File: src/rtl/seg_xlate_pkg.sv
package seg_xlate_pkg;

  typedef enum logic [1:0] {
    ST_IDLE  = 2'd0,
    ST_RD_LO = 2'd1,
    ST_RD_HI = 2'd2
  } xl_state_e;

  // Descriptor base scattered over the two words of a 64-bit descriptor.
  function automatic logic [31:0] desc_base(input logic [31:0] lo_w,
                                            input logic [31:0] hi_w);
    return {hi_w[31:24], hi_w[7:0], lo_w[31:16]};
  endfunction

endpackage

File: src/rtl/seg_real_calc.sv
module seg_real_calc #(
  parameter int SEG_W  = 16,
  parameter int REAL_W = 20
) (
  input  logic [SEG_W-1:0]  seg,
  input  logic [SEG_W-1:0]  off_lo,
  output logic [REAL_W-1:0] real_addr
);
  localparam int SHIFT = REAL_W - SEG_W;

  logic [REAL_W-1:0] seg_sh;
  logic [REAL_W-1:0] off_ext;

  always_comb begin
    seg_sh    = {seg, {SHIFT{1'b0}}};
    off_ext   = {{SHIFT{1'b0}}, off_lo};
    real_addr = seg_sh + off_ext;
  end
endmodule

File: src/rtl/seg_desc_chk.sv
module seg_desc_chk #(
  parameter int SEG_W  = 16,
  parameter int ADDR_W = 32
) (
  input  logic [SEG_W-1:2]  sel_hi,
  input  logic [ADDR_W-1:0] gbase,
  input  logic [SEG_W-1:0]  glim,
  input  logic [ADDR_W-1:0] lbase,
  input  logic [SEG_W-1:0]  llim,
  input  logic              lpresent,
  output logic [ADDR_W-1:0] desc_addr,
  output logic              fault
);
  localparam int IDX_W = SEG_W - 3;

  logic [IDX_W-1:0]  idx;
  logic              use_local;
  logic [SEG_W-1:0]  last_byte;
  logic [SEG_W-1:0]  lim;
  logic [ADDR_W-1:0] base;

  always_comb begin
    idx       = sel_hi[SEG_W-1:3];
    use_local = sel_hi[2];
    lim       = use_local ? llim  : glim;
    base      = use_local ? lbase : gbase;
    last_byte = {idx, 3'b111};
    desc_addr = base + {{(ADDR_W-SEG_W){1'b0}}, idx, 3'b000};
    fault     = (use_local && !lpresent) || (last_byte > lim);
  end
endmodule

File: src/rtl/seg_desc_cache.sv
module seg_desc_cache #(
  parameter int SEG_W  = 16,
  parameter int ADDR_W = 32
) (
  input  logic              clk,
  input  logic              rst_n,
  input  logic              flush,
  input  logic              fill,
  input  logic [SEG_W-1:0]  fill_sel,
  input  logic [ADDR_W-1:0] fill_base,
  input  logic [SEG_W-1:0]  look_sel,
  output logic              hit,
  output logic [ADDR_W-1:0] hit_base
);
  logic              valid_q, valid_d;
  logic [SEG_W-1:0]  sel_q, sel_d;
  logic [ADDR_W-1:0] base_q, base_d;
  logic              ld_en;

  always_comb begin
    valid_d = valid_q;
    ld_en   = fill && !flush;
    sel_d   = fill_sel;
    base_d  = fill_base;
    if (ld_en) valid_d = 1'b1;
    if (flush) valid_d = 1'b0;
    hit      = valid_q && !flush && (sel_q == look_sel);
    hit_base = base_q;
  end

  always_ff @(posedge clk or negedge rst_n) begin
    if (!rst_n) begin
      valid_q <= 1'b0;
      sel_q   <= '0;
      base_q  <= '0;
    end else begin
      valid_q <= valid_d;
      if (ld_en) begin
        sel_q  <= sel_d;
        base_q <= base_d;
      end
    end
  end
endmodule

File: src/rtl/seg_xlate.sv
module seg_xlate #(
  parameter int SEG_W  = 16,
  parameter int ADDR_W = 32,
  parameter int REAL_W = 20
) (
  input  logic              clk,
  input  logic              rst_n,
  input  logic              pe_mode,
  input  logic [ADDR_W-1:0] gtab_base,
  input  logic [SEG_W-1:0]  gtab_limit,
  input  logic [ADDR_W-1:0] ltab_base,
  input  logic [SEG_W-1:0]  ltab_limit,
  input  logic              ltab_present,
  input  logic              req_valid,
  output logic              req_ready,
  input  logic [SEG_W-1:0]  req_seg,
  input  logic [ADDR_W-1:0] req_off,
  output logic              rsp_valid,
  output logic              rsp_fault,
  output logic [ADDR_W-1:0] rsp_addr,
  output logic              mem_rd_valid,
  output logic [ADDR_W-1:0] mem_rd_addr,
  input  logic              mem_rd_done,
  input  logic [ADDR_W-1:0] mem_rd_data
);
  import seg_xlate_pkg::*;

  localparam int TBL_W  = 2*ADDR_W + 2*SEG_W + 1;
  localparam int WORD_B = ADDR_W / 8;

  xl_state_e         state_q, state_d;
  logic [SEG_W-1:0]  sel_q, sel_d;
  logic [ADDR_W-1:0] off_q, off_d;
  logic [ADDR_W-1:0] rd_addr_q, rd_addr_d;
  logic [ADDR_W-1:0] lo_q, lo_d;
  logic              rv_q, rv_d;
  logic              rf_q, rf_d;
  logic [ADDR_W-1:0] ra_q, ra_d;
  logic [TBL_W-1:0]  tbl_q, tbl_now;

  logic [REAL_W-1:0] real_addr;
  logic [ADDR_W-1:0] desc_addr;
  logic              chk_fault;
  logic              c_hit, c_fill, c_flush;
  logic [ADDR_W-1:0] c_base, new_base;
  logic              accept;

  seg_real_calc #(.SEG_W(SEG_W), .REAL_W(REAL_W)) real_i (
    .seg       (req_seg),
    .off_lo    (req_off[SEG_W-1:0]),
    .real_addr (real_addr)
  );

  seg_desc_chk #(.SEG_W(SEG_W), .ADDR_W(ADDR_W)) chk_i (
    .sel_hi    (req_seg[SEG_W-1:2]),
    .gbase     (gtab_base),
    .glim      (gtab_limit),
    .lbase     (ltab_base),
    .llim      (ltab_limit),
    .lpresent  (ltab_present),
    .desc_addr (desc_addr),
    .fault     (chk_fault)
  );

  seg_desc_cache #(.SEG_W(SEG_W), .ADDR_W(ADDR_W)) cache_i (
    .clk       (clk),
    .rst_n     (rst_n),
    .flush     (c_flush),
    .fill      (c_fill),
    .fill_sel  (sel_q),
    .fill_base (new_base),
    .look_sel  (req_seg),
    .hit       (c_hit),
    .hit_base  (c_base)
  );

  // Table register snapshot: any difference empties the cache.
  always_comb begin
    tbl_now = {gtab_base, gtab_limit, ltab_base, ltab_limit, ltab_present};
    c_flush = !pe_mode || (tbl_now != tbl_q);
    accept  = req_valid && (state_q == ST_IDLE);
    new_base = desc_base(lo_q, mem_rd_data);
  end

  always_comb begin
    state_d   = state_q;
    sel_d     = sel_q;
    off_d     = off_q;
    rd_addr_d = rd_addr_q;
    lo_d      = lo_q;
    rv_d      = 1'b0;
    rf_d      = 1'b0;
    ra_d      = '0;
    c_fill    = 1'b0;
    unique case (state_q)
      ST_IDLE: begin
        if (accept) begin
          if (!pe_mode) begin
            rv_d = 1'b1;
            ra_d = {{(ADDR_W-REAL_W){1'b0}}, real_addr};
          end else if (chk_fault) begin
            rv_d = 1'b1;
            rf_d = 1'b1;
          end else if (c_hit) begin
            rv_d = 1'b1;
            ra_d = c_base + req_off;
          end else begin
            state_d   = ST_RD_LO;
            sel_d     = req_seg;
            off_d     = req_off;
            rd_addr_d = desc_addr;
          end
        end
      end
      ST_RD_LO: begin
        if (mem_rd_done) begin
          lo_d      = mem_rd_data;
          rd_addr_d = rd_addr_q + ADDR_W'(WORD_B);
          state_d   = ST_RD_HI;
        end
      end
      ST_RD_HI: begin
        if (mem_rd_done) begin
          c_fill  = 1'b1;
          rv_d    = 1'b1;
          ra_d    = new_base + off_q;
          state_d = ST_IDLE;
        end
      end
      default: state_d = ST_IDLE;
    endcase
  end

  always_ff @(posedge clk or negedge rst_n) begin
    if (!rst_n) begin
      state_q   <= ST_IDLE;
      sel_q     <= '0;
      off_q     <= '0;
      rd_addr_q <= '0;
      lo_q      <= '0;
      rv_q      <= 1'b0;
      rf_q      <= 1'b0;
      ra_q      <= '0;
      tbl_q     <= '0;
    end else begin
      state_q   <= state_d;
      sel_q     <= sel_d;
      off_q     <= off_d;
      rd_addr_q <= rd_addr_d;
      lo_q      <= lo_d;
      rv_q      <= rv_d;
      rf_q      <= rf_d;
      ra_q      <= ra_d;
      tbl_q     <= tbl_now;
    end
  end

  always_comb begin
    req_ready    = (state_q == ST_IDLE);
    mem_rd_valid = (state_q != ST_IDLE);
    mem_rd_addr  = rd_addr_q;
    rsp_valid    = rv_q;
    rsp_fault    = rf_q;
    rsp_addr     = ra_q;
  end
endmodule

File: config.mk
export PLATFORM = sky130hd
export DESIGN_NAME = seg_xlate
export DESIGN_NICKNAME = d
export VERILOG_FILES = /design/src/rtl/seg_xlate_pkg.sv /design/src/rtl/seg_real_calc.sv /design/src/rtl/seg_desc_chk.sv /design/src/rtl/seg_desc_cache.sv /design/src/rtl/seg_xlate.sv
export SDC_FILE = /design/constraint.sdc
export NUM_CORES = 1
export LEC_CHECK = 0
export BUFFER_PORTS_ARGS = -buffer_cell sky130_fd_sc_hd__buf_2
export CORE_MARGIN = 2
export CORE_UTILIZATION = 38
export CTS_BUF_LIST = sky130_fd_sc_hd__clkbuf_8
export CTS_CLUSTER_DIAMETER = 50
export DETAILED_ROUTE_END_ITERATION = 12
export GPL_TIMING_DRIVEN = 0
export PLACE_DENSITY_LB_ADDON = 0.12
export SYNTH_ARGS = -nofsm -noshare
export SYNTH_HDL_FRONTEND = slang
export SYNTH_HIERARCHICAL = 1
export SYNTH_SLANG_ARGS = --single-unit
File: constraint.sdc
create_clock -name clk -period 3.56 [get_ports clk]
set_clock_uncertainty 0.05 [all_clocks]
set_input_delay 0.712 -clock clk [delete_from_list [all_inputs] [get_ports clk]]
set_output_delay 0.712 -clock clk [all_outputs]
set_load 0.02 [all_outputs]
==> run_results.csv <==
group,metric,value,unit
synth,synth.cell_area,17400,um^2
floorplan,dieWidth,218,um
clock_network,cts_buffers,51,
setup_path,crit_required,4.05,ns
sta,slew_viol_final,0,
route,num_vias,14700,
synth,synth-compound-area-share,18.0,%
place,place_hpwl,46.3,mm
synth,yosys_warnings,6,
synth,synth_xor_area_share,8.30,%
setup_path,reg2regPathDepth,13,
route,wl,60.5,mm
setup_path,r2r_start,"tbl_q[7]$_DFF_PN0_",
power,seq_power_share,33.1,%
setup_path,crit_type,"reg2reg",
power,peakVddDrop,0.345,mV
job,maxCapViolCount,0,
place,io_buffers,241,
synth,synth_top_family_by_area,"compound AO/OA/AOI/OAI gates",
floorplan,fp-row-count,78,
setup_path,rrSetupSlack,-0.002,ns
clock_network,clk_latency,0.67,ns
setup_path,critPathCapture,"rsp_addr[3]$_DFF_PN0_",
sta,finalHoldViolCount,0,
layout,final_cell_mix,"278 x dfrtp_1, 243 x buf_2, 124 x a21oi_1",
setup_path,cp_slowest_cell,"and3_2",
power,p_per_area,598,nW/um^2
setup_path,worstSetupStartpointType,"flop",
power,intPower,7.97,mW
floorplan,ioPinCount,250,
setup_path,r2r-end,"rsp_addr[3]$_DFF_PN0_",
floorplan,initial_utilization,38.5,%
global_route,overflow,0,
layout,final_common_cell,"dfrtp_1",
synth,synth_top_area_cell,"dfrtp_1",
sta,fmax,281,MHz
layout,syn2layout_area_growth,24.1,%
synth,syn_nets,2003,
sta,rsz0062_at_grt,"true",
synth,syn_avg_cell_area,10.1,um^2
setup_path,cp_cell_sequence,"xnor2_2, nand4_1, nor4_4, nand4_1, nor4_4, nand3_2, nor3b_2, nand4_1, nor4_4, buf_4, and3_2, o21ai_0, o21ai_0",
synth,synthFlopType,"dfrtp_1",
synth,synthMuxAreaShare,10.5,%
setup_path,startpoint,"tbl_q[7]$_DFF_PN0_",
sta,final.period_utilization,100,%
setup_path,cp.arrival,4.06,ns
sta,fin_ws,-0.00179,ns
power,switching_share,38.4,%
global_route,grt_max_degree,108,
floorplan,core-area,45300,um^2
run_status,violations,"setup timing",
clock_network,cts_tree,"yes",
synth,yosys.area_share.simple,12.1,%
route,wl_per_cell,22.7,um
synth,synth_area_leaders,"dfrtp_1 40%, ha_1 7.3%, mux2_2 7.2%",
power,clkPwrFrac,27.4,%
sta,tns,-0.00179,ns
place,place_congestion,0.916,
sta,finalSetupViolations,1,
route,drc,0,
setup_path,critPathMaxFanout,10,
synth,synth_top_area_share,39.9,%
synth,synth_cells,1716,
clock_network,root_buffer,"clkbuf_8",
synth,yosys_register_bits,278,
clock_network,path_clk_slew,0.06,ns
layout,drive_gt1_share,29.4,%
synth,synth_fa_ha_area_share,7.72,%
run_status,status,"finished with violations",
route,drtPass1Iterations,5,
global_route,grt_usage,25.2,%
clock_network,cts.sinks,278,
setup_path,crit_path_max_incr_delay,0.43,ns
power,power.total,12.9,mW
global_route,grt_pass1_wl,90.1,mm
clock_network,clock_path_buffers,3,
synth,ys_seq_area_share,39.9,%
sta,post-route-min-period,3.56,ns
route,drt_iter0_markers,879,
min_path,worstHoldPathType,"in2reg",
global_route,grt_pass1_vias,14900,
sta,worstMarginPinSlew,1.20,ns
synth,synth_edf_count,0,
synth,synthDistinctLibCells,97,
layout,fin_nets,2313,
clock_network,h-tree-depth,2,
route,final_antenna_net_count,0,
floorplan,dieHeight,218,um
global_route,antenna_found_initial,1,
power,p_leak,10.0,nW
sta,slew_headroom,19.8,%
route,vias_per_cell,5.51,
power,power.share.combinational,39.6,%
power,p_sw,4.96,mW
synth,synthArstFlopShare,100,%
setup_path,cp-end-kind,"flop",
sta,holdWs,0.142,ns
floorplan,die-area,47600,um^2
[registers in the layout, summed over array words and instances, names as in the netlist]
name,count
off_q,32
cache_i/sel_q,16
mem_rd_addr,32
cache_i/hit_base,32
state_q,2
cache_i/valid_q,1
rsp_fault,1
tbl_q,97
rsp_valid,1
lo_q,16
sel_q,16
rsp_addr,32
[cell usage after synthesis, types with 20 or more instances]
library cell,instances
mux2_4,20
mux2i_1,26
dfrtp_1,278
nand3_1,50
nand2_1,96
a21oi_1,135
o22ai_1,36
nor3_1,25
nor2_1,79
inv_1,78
ha_1,101
nand4_1,32
xnor2_1,103
a21o_1,47
o21ai_0,77
clkbuf_1,33
xor2_1,62
mux2_2,112
[power groups by stage]
stage	registers, mW	logic, mW	clock network (mW)
floorplan	4.45	3.08	0
global placement	4.30	4.75	0
detailed placement	4.32	4.80	0
CTS	4.27	4.96	3.64
global route	4.36	5.60	3.79
finish	4.28	5.12	3.54
[kinds of logic (layout without fill, tap and decap cells)]
family	Yosys count	after routing
other	0	1
AOI/OAI and AO/OA	469	469
and+or+nand+nor	403	403
buffers and inverters	138	488
adders and majority gates	105	105
xor gates and xnor gates	165	165
muxes	158	158
DFF	278	278
[layout make-up]
type | instances | area, um^2
fillers | 4366 | 23700
multi-input cells | 1300 | 10400
flip-flops and latches | 278 | 6960
repair buffers | 263 | 1510
clock buffers | 67 | 922
well taps | 600 | 751
plain buffers | 54 | 494
inverters | 78 | 293
clock inverters | 26 | 278
diodes | 1 | 2.50
[how the worst min path moves through the flow]
stage / cells after the start / slack [ns] / to / startpoint
6_report: 1 / 0.14 / tbl_q[4]$_DFF_PN0_ / ltab_limit[3]
5_1_grt: 1 / 0.10 / tbl_q[71]$_DFF_PN0_ / gtab_base[6]
4_1_cts: 1 / 0.09 / tbl_q[4]$_DFF_PN0_ / ltab_limit[3]
3_5_place_dp: 2 / 0.43 / cache_i/valid_q$_DFFE_PN0P_ / cache_i/valid_q$_DFFE_PN0P_
3_3_place_gp: 2 / 0.42 / cache_i/valid_q$_DFFE_PN0P_ / cache_i/valid_q$_DFFE_PN0P_
2_1_floorplan: 0 / 0.37 / cache_i/hit_base[0]$_DFFE_PN0P_ / rst_n
[worst max-delay path, delay by kind of cell, from the launching register on]
kind / cells / cell delay (ns)
AO/OA/AOI/OAI: 2 / 0.39
XOR/XNOR: 1 / 0.15
buffers and inverters: 1 / 0.18
flip-flops: 1 / 0.39
AND/OR/NAND/NOR: 9 / 2.27
[per-stage QoR]
stage / worst slack [ns] / cell area, um^2 / instances / util, %
floorplan: -0.00833 / 17600 / 1716 / -
global placement: -3.60 / 19600 / 2557 / 43.2
detailed placement: -1.68 / 19600 / 2559 / 43.3
CTS: -0.0539 / 21400 / 2665 / 47.2
global route: -0.147 / 21600 / 2667 / 47.7
finish: -0.00179 / 21600 / 2667 / 47.7
[repair_timing]
item,in CTS,in global routing
hold endpoints to repair,39,0
setup endpoints to repair,113,112
resized for setup,82,66
setup buffers,12,2
gates cloned,3,2
hold buffers,1,0
pin swaps,13,18
[metal layers]
metal	global-route usage [%]	wire, um	part of all wire [%]	vias to the layer above
met5	0	0	0	-
met4	7.62	1790	3.0	0
met3	3.67	2820	4.7	87
met2	42.4	28700	47	424
met1	33.5	27200	45	7223
li1	-	-	-	6954
(Power assumes the default switching activity.)
